## config.mk

```make
export PLATFORM = sky130hd
export DESIGN_NAME = deadtime_gate_ctrl
export DESIGN_NICKNAME = d
export VERILOG_FILES = /design/src/rtl/dt_pkg.sv /design/src/rtl/dt_us_tick.sv /design/src/rtl/dt_down_cnt.sv /design/src/rtl/deadtime_gate_ctrl.sv
export SDC_FILE = /design/constraint.sdc
export NUM_CORES = 1
export LEC_CHECK = 0
export ABC_AREA = 1
export BUFFER_PORTS_ARGS = -buffer_cell sky130_fd_sc_hd__buf_2
export CAP_MARGIN = 5
export CELL_PAD_IN_SITES_DETAIL_PLACEMENT = 1
export CELL_PAD_IN_SITES_GLOBAL_PLACEMENT = 1
export CORE_MARGIN = 3
export CORE_UTILIZATION = 35
export DETAILED_ROUTE_END_ITERATION = 8
export GPL_TIMING_DRIVEN = 1
export PLACE_DENSITY_LB_ADDON = 0.08
export SLEW_MARGIN = 0
export SYNTH_ARGS = -nofsm -noshare
export SYNTH_HDL_FRONTEND = slang
export SYNTH_SLANG_ARGS = --single-unit
```

## constraint.sdc

```tcl
create_clock -name clk -period 3.37 [get_ports clk]
set_clock_uncertainty 0.1 [all_clocks]
set_input_delay 0.1685 -clock clk [delete_from_list [all_inputs] [get_ports clk]]
set_output_delay 0.1685 -clock clk [all_outputs]
set_load 0.01 [all_outputs]
```

## src/rtl/dt_pkg.sv

```systemverilog
package dt_pkg;
  typedef enum logic [2:0] {
    ST_IDLE,
    ST_HS_WAIT,
    ST_HS_ON,
    ST_LS_WAIT,
    ST_LS_ON
  } dt_state_e;
endpackage

```

## src/rtl/dt_us_tick.sv

```systemverilog
module dt_us_tick #(
  parameter int DIV = 100
) (
  input  logic clk,
  input  logic rst_n,
  input  logic clr,
  output logic tick
);
  localparam int CW = (DIV > 1) ? $clog2(DIV) : 1;
  localparam logic [CW-1:0] LAST = CW'(DIV - 1);

  logic [CW-1:0] cnt_q;

  assign tick = (cnt_q == LAST);

  always_ff @(posedge clk or negedge rst_n) begin
    if (!rst_n)     cnt_q <= '0;
    else if (clr)   cnt_q <= '0;
    else if (tick)  cnt_q <= '0;
    else            cnt_q <= cnt_q + 1'b1;
  end
endmodule

```

## src/rtl/dt_down_cnt.sv

```systemverilog
module dt_down_cnt #(
  parameter int W = 8
) (
  input  logic         clk,
  input  logic         rst_n,
  input  logic         load,
  input  logic [W-1:0] load_val,
  input  logic         dec,
  output logic         zero
);
  logic [W-1:0] cnt_q;

  assign zero = (cnt_q == '0);

  always_ff @(posedge clk or negedge rst_n) begin
    if (!rst_n)              cnt_q <= '0;
    else if (load)           cnt_q <= load_val;
    else if (dec && !zero)   cnt_q <= cnt_q - 1'b1;
  end
endmodule

```

## src/rtl/deadtime_gate_ctrl.sv

```systemverilog
module deadtime_gate_ctrl
  import dt_pkg::*;
#(
  parameter int CLK_MHZ    = 100,
  parameter int SW_TIMEOUT = 20,
  parameter int DLY_W      = 7
) (
  input  logic             clk,
  input  logic             rst_n,
  input  logic             pwm_i,
  input  logic             run_en_i,
  input  logic             ls_allow_i,
  input  logic             sw_low_i,
  input  logic             uv_flag_i,
  input  logic             ot_flag_i,
  input  logic [DLY_W-1:0] hs_dly_i,
  output logic             hs_en_o,
  output logic             ls_en_o
);
  localparam int TO_W = $clog2(SW_TIMEOUT + 1);
  localparam logic [TO_W-1:0] TO_LOAD = TO_W'(SW_TIMEOUT - 1);

  dt_state_e st_q, st_d;
  logic pwm_q, seen_q;
  logic fault, rise, fall;
  logic hs_load, ls_load, us_tick, hs_zero, to_zero;

  assign fault = !run_en_i || uv_flag_i || ot_flag_i;
  assign rise  = seen_q && pwm_i && !pwm_q;
  assign fall  = seen_q && !pwm_i && pwm_q;

  always_ff @(posedge clk or negedge rst_n) begin
    if (!rst_n) begin
      pwm_q  <= 1'b0;
      seen_q <= 1'b0;
      st_q   <= ST_IDLE;
    end else begin
      pwm_q  <= pwm_i;
      seen_q <= 1'b1;
      st_q   <= st_d;
    end
  end

  always_comb begin
    st_d    = st_q;
    hs_load = 1'b0;
    ls_load = 1'b0;
    unique case (st_q)
      ST_IDLE: begin
        if (rise) begin
          st_d = ST_HS_WAIT; hs_load = 1'b1;
        end else if (fall) begin
          st_d = ST_LS_WAIT; ls_load = 1'b1;
        end
      end
      ST_HS_WAIT: begin
        if (!pwm_i) begin
          st_d = ST_LS_WAIT; ls_load = 1'b1;
        end else if (hs_zero) begin
          st_d = ST_HS_ON;
        end
      end
      ST_HS_ON: begin
        if (!pwm_i) begin
          st_d = ST_LS_WAIT; ls_load = 1'b1;
        end
      end
      ST_LS_WAIT: begin
        if (pwm_i) begin
          st_d = ST_HS_WAIT; hs_load = 1'b1;
        end else if (sw_low_i || to_zero) begin
          st_d = ST_LS_ON;
        end
      end
      ST_LS_ON: begin
        if (pwm_i) begin
          st_d = ST_HS_WAIT; hs_load = 1'b1;
        end
      end
      default: st_d = ST_IDLE;
    endcase
    if (fault) begin
      st_d    = ST_IDLE;
      hs_load = 1'b0;
      ls_load = 1'b0;
    end
  end

  dt_us_tick #(.DIV(CLK_MHZ)) i_us_tick (
    .clk   (clk),
    .rst_n (rst_n),
    .clr   (hs_load),
    .tick  (us_tick)
  );

  dt_down_cnt #(.W(DLY_W)) i_hs_cnt (
    .clk      (clk),
    .rst_n    (rst_n),
    .load     (hs_load),
    .load_val (hs_dly_i),
    .dec      ((st_q == ST_HS_WAIT) && us_tick),
    .zero     (hs_zero)
  );

  dt_down_cnt #(.W(TO_W)) i_to_cnt (
    .clk      (clk),
    .rst_n    (rst_n),
    .load     (ls_load),
    .load_val (TO_LOAD),
    .dec      (st_q == ST_LS_WAIT),
    .zero     (to_zero)
  );

  assign hs_en_o = (st_q == ST_HS_ON) && !fault;
  assign ls_en_o = (st_q == ST_LS_ON) && ls_allow_i && !fault;
endmodule

```

======== Word-level counts from Yosys, hierarchy flattened ========
Index checks and enable logic that the tools add are counted.
word-level totals
  register bits ........................... 24
  latch bits .............................. 0
  RAM bits ................................ 0
  memory bits (read-only) ................. 0
  bits of input ports ..................... 15
  output and inout port bits .............. 2
  logic and storage cells ................. 71
  memories kept ........................... 0
operators by class
  add/sub/neg operators ................... 3
  $mul .................................... 0
  div/mod/pow operators ................... 0
  $lt $le $gt $ge ......................... 0
  equality and inequality tests ........... 10
  shift operators ......................... 0
  muxes and demuxes ....................... 25
  bitwise logic cells ..................... 0
  reductions and logical operators ........ 27
operators with widths
  cell                                                                 count
  7-bit two-way mux                                                    4
  3-bit two-way mux                                                    9
  3-bit one-hot mux with 5 select lines                                1
  1-bit logical AND                                                    10
  5-bit two-way mux                                                    2
  4-bit != test (second input constant)                                2
  7-bit by 1-bit adder with 7-bit output (second input constant)       1
  7-bit == test (second input constant)                                1
  7-bit zero test                                                      1
  1-bit two-way mux                                                    7
  7-bit by 1-bit subtractor with 7-bit output (second input constant)  1
  3-bit by 2-bit == test with 1-bit output (second input constant)     2
  1-bit zero test                                                      6
  3-bit != test (second input constant)                                2
  5-bit zero test                                                      1
  5-bit AND reduction                                                  1
  5-bit by 1-bit subtractor with 5-bit output (second input constant)  1
  4-bit by 3-bit != test with 1-bit output (second input constant)     1
  1-bit one-hot mux with 2 select lines                                2
  2-bit nonzero test                                                   2
  2-bit OR reduction                                                   2
  3-bit by 1-bit == test with 1-bit output (second input constant)     1
  3-bit == test (second input constant)                                1
  3-bit zero test                                                      1
  1-bit logical OR                                                     3

======== Logic depth before layout (Yosys ltp) ========
  word-level depth ........................ 8
  depth in mapped cells ................... 11

======== Hierarchy ========
From an unflattened synthesis, not the netlist that was laid out.
second synthesis, totals
  cells, all modules ...................... 254
  area, all modules ....................... 1667.8 um2
modules (own cells, without submodules)
  module                  times used  cells each  area an instance (um2)
  deadtime_gate_ctrl      1           89          493.0
  dt_down_cnt (i_hs_cnt)  1           75          485.5
  dt_us_tick              1           44          354.1
  dt_down_cnt (i_to_cnt)  1           46          335.3

======== Least setup slack after synthesis ========
No wires, ideal clock.
  path kind ............................... reg2reg
  start ................................... reg i_hs_cnt.cnt_q[0]
  end ..................................... reg i_hs_cnt.cnt_q[4]
  library setup time ...................... 0.116 ns
  data arrival time ....................... 1.259 ns
  required time ........................... 3.154 ns
  path slack .............................. 1.895 ns
  stages on the path, launching flop included .. 12
  cell sequence ........................... dfrtp_1 -> inv_1 -> ha_1 -> nand2_1 -> nor2_1 -> nand2_1 -> nand2_1 -> nor2_2 -> o21ai_1 -> nand2_1 -> inv_1 -> nand2_1
between the ends
  longest elaborated chain between the ends .. 4
  elaborated cells between the ends (all ways) .. 7
RTL lines
  what                                                                                                 RTL line           source
  start, declared                                                                                      dt_down_cnt.sv:11  logic [W-1:0] cnt_q;
  start signal, assigned                                                                               dt_down_cnt.sv:17  else if (load) cnt_q <= load_val;
  start signal, assigned                                                                               dt_down_cnt.sv:18  else if (dec && !zero) cnt_q <= cnt_q - 1'b1;
  parallel branches: the longest is 4 deep, another holds 7-bit by 1-bit subtractor with 7-bit output  -
Several ways; the timed one is not identified. The select of a mux whose other input is x is not followed.
A chain may end at the register's enable or synchronous reset.

======== Worst setup path in the final report ========
  start ................................... reg st_q[1]
  end ..................................... reg i_hs_cnt.cnt_q[5]
between the ends
  longest elaborated chain between the ends .. 5
  elaborated cells between the ends (all ways) .. 11
RTL lines
  what                                                                              RTL line                  source
  start, declared                                                                   deadtime_gate_ctrl.sv:23  dt_state_e st_q, st_d;
  start signal, assigned                                                            deadtime_gate_ctrl.sv:40  st_q <= st_d;
  3-bit == test / 3-bit by 2-bit == test with 1-bit output (equally long branches)  deadtime_gate_ctrl.sv:48  unique case (st_q)
  2-bit OR reduction (no line)                                                      -
  1-bit one-hot mux with 2 select lines                                             deadtime_gate_ctrl.sv:48
  1-bit two-way mux                                                                 deadtime_gate_ctrl.sv:82  if (fault) begin
  7-bit two-way mux / 2-bit nonzero test (equally long branches)                    -
Parallel ways exist; a longest one is shown, timed or not.

==> out/qor.yml <==
routing:
  num_vias: 1422
  drt_iter0_markers: 58
  drcViolationCount: 0
  drt-total-wl_mm: 3.58
  drt.antenna.violating_nets: 0
  dr.pass1.iters: 4
  avgViaCountPerCell: 4.82
  wire_per_inst_um: 12.1
placement:
  dp_slack_ns: 1.70
  placed_cell_area_sq_um: 1670
  place_hpwl_mm: 2.78
  post-place-cells: 289
  io_buffers: 16
  place_congestion: 0.787
run_status:
  status: "finished, final reports clean"
yosys:
  synth_top_cell_by_area: "dfrtp_1"
  yosysMostFrequentCell: "nand2_1"
  async_reset_ff_share_pct: 100
  synth-simple-area-share_pct: 41.2
  synthAdderAreaFrac_pct: 2.46
  netlist.area_leader.share_pct: 39.3
  synth_nets: 241
  synth_top_family_by_area: "simple AND/OR/NAND/NOR gates"
  synth_cell_types: 26
  synth-edff-count: 0
  seq_area_frac_synth_pct: 39.3
  synthCells: 223
  synth_compound_area_share_pct: 4.18
  ys.flop_type: "dfrtp_1"
  synthTopCellsByCount: "nand2_1, inv_1, nor2_1"
  ys_ff_latch: 24
  synth_mux_area_share_pct: 0
  synth_area_per_cell_sq_um: 6.85
  ys_warn_count: 0
  syn_area_sq_um: 1530
  synth_xor_area_share_pct: 4.01
  synth_area_leaders: "dfrtp_1, nand2_1, inv_1"
timing:
  relSlewSlack_pct: 60.4
  grt_setup_unrepaired: "false"
  period_needed_ns: 1.66
  finalHoldViolCount: 0
  slew_violations: 0
  setup_slack_ns: 1.71
  setup_violations: 0
  tightest_slew_ns: 0.594
  fin_crit_sh_pct: 49.2
  final.setup.tns_ns: 0
  fmaxAchievable_mhz: 603
floorplanning:
  rows: 23
  core_region_area_sq_um: 4120
  die_w_um: 72.1
  io_pins: 17
  die-height_um: 72.1
  initial_core_util_pct: 37.1
  die_area_sq_um: 5190
global_route:
  antenna_found_initial: 0
  grt_max_degree: 25
  grt-ovfl-total: 0
  grt_first_pass_wirelength_mm: 6.51
  grt_pass1_vias: 1432
  grt.total_usage_pct: 15.6
critical_path:
  critPathLaunch: "st_q[1]$_DFFE_PN0P_"
  reg2reg_depth: 8
  worstReg2RegStart: "st_q[1]$_DFFE_PN0P_"
  crit_type: "reg -> reg"
  r2r_slack_ns: 1.71
  crit_arrival_ns: 1.73
  setup.worst_path.end_class: "register"
  cp-endpoint: "i_hs_cnt.cnt_q[5]$_DFFE_PN0P_"
  crit_path_max_fanout: 10
  cp.required_ns: 3.44
  r2r_end: "i_hs_cnt.cnt_q[5]$_DFFE_PN0P_"
  crit_path_start_kind: "register"
clock_tree:
  path_clk_slew_ns: 0.10
  cts_buffers: 3
  clock-sinks: 24
  ctsHtreeMaxLevel: 1
  cts.path.max_buffers: 2
  cts_setup_buffers: 0
  hold_buffers: 2
  cts-root-buf: "clkbuf_8"
  clk_latency_ns: 0.27
  tritoncts: "built"
  post_cts_resized: 0
min_path:
  min_path_type: "in -> reg"
  hp-start: "hs_dly_i[1]"
cells_and_area:
  fin_util_pct: 42.8
  regArea_sq_um: 601
  stdcell_area_sq_um: 1760
  fin_nets: 264
  multi_input_area_sq_um: 796
  fin_cells: 295
  nFillCells: 533
  diodes: 0
  drive_above_1_share_pct: 13.9
  areaGrowthSynthToFinish_pct: 15.3
pwr:
  p_sw_uw: 318
  seqPwrFrac_pct: 44.8
  clockPowerShare_pct: 27.5
  p_per_area_nw_per_um2: 545
  internal_power_uw: 643
  p_leak_nw: 0.972
  power_frac_comb_pct: 27.7
  peakVddDrop_v: 0.000155
  switching_share_pct: 33.1
run:
  maxCapViolCount: 0
[cell type report]
| cell class | count | area share, % |
|---|---|---|
| Clock buffer | 3 | 2.34 |
| Clock inverter | 1 | 1.70 |
| Inverter | 35 | 7.46 |
| Multi-Input combinational cell | 164 | 45.2 |
| Sequential cell | 24 | 34.1 |
| Tap cell | 50 | 3.55 |
| Timing Repair Buffer | 18 | 5.68 |
[layout by cell type (no fill, tap or decap), drive strengths merged, types with 3 or more instances in the layout]
cell / Yosys / final
dfrtp: 24 / 24
inv: 35 / 35
nand4: 5 / 5
nand2: 77 / 77
clkbuf: 0 / 3
buf: 0 / 16
nand3: 21 / 21
o21ai: 5 / 5
xor2: 6 / 6
nor2: 35 / 35
ha: 3 / 3
[power groups by stage]
stage                     combinational (mW)  sequential [mW]  clock (mW)
after CTS                              0.273            0.431       0.274
after floorplan                        0.213            0.420           0
after global routing                   0.324            0.444       0.284
after detailed placement               0.269            0.437           0
final                                  0.266            0.430       0.264
after global placement                 0.265            0.436           0
[per-layer routing]
layer	vias to the layer above	part of all wire, %	GRT usage (%)	routed length, um
met2	16	48	27.0	1730
met5	-	0	0	0
met4	0	1.1	4.18	39
met1	671	48	20.1	1710
li1	731	-	-	-
met3	4	2.8	2.35	101
[registers in the layout (all words and copies together) (netlist names)]
register	flops
seen_q	1
pwm_q	1
i_us_tick.cnt_q	7
i_to_cnt.cnt_q	5
st_q	3
i_hs_cnt.cnt_q	7
[logic make-up after synthesis]
family | count (synthesis)
AOI/OAI and AO/OA | 9
xor gates and xnor gates | 7
adders and majority gates | 3
buffers and inverters | 35
DFF | 24
other | 1
and+or+nand+nor | 144
[metrics by stage]
step / hold WS [ns] / power [mW]
after floorplan: -0.227 / 0.633
after global placement: 0.101 / 0.701
after detailed placement: 0.108 / 0.706
after CTS: 0.0680 / 0.977
after global routing: 0.101 / 1.05
final: 0.0662 / 0.961
[critical path: stages (launching register included)]
cell	delay [ns]
dfrtp_1	0.46
nor2_2	0.17
nand2_2	0.12
nand2_2	0.08
nand2_2	0.07
a21oi_4	0.30
nand2_1	0.10
nand3_1	0.10
nand2_1	0.05
[worst min-delay path by stage]
stage,to,depth (start not counted)
after floorplan,i_hs_cnt.cnt_q[0]$_DFFE_PN0P_,0
after global placement,i_us_tick.cnt_q[4]$_DFF_PN0_,1
after detailed placement,i_us_tick.cnt_q[4]$_DFF_PN0_,1
after CTS,i_hs_cnt.cnt_q[1]$_DFFE_PN0P_,5
after global routing,i_hs_cnt.cnt_q[3]$_DFFE_PN0P_,5
final,i_hs_cnt.cnt_q[1]$_DFFE_PN0P_,5
Power figures use the tool's default switching activity.
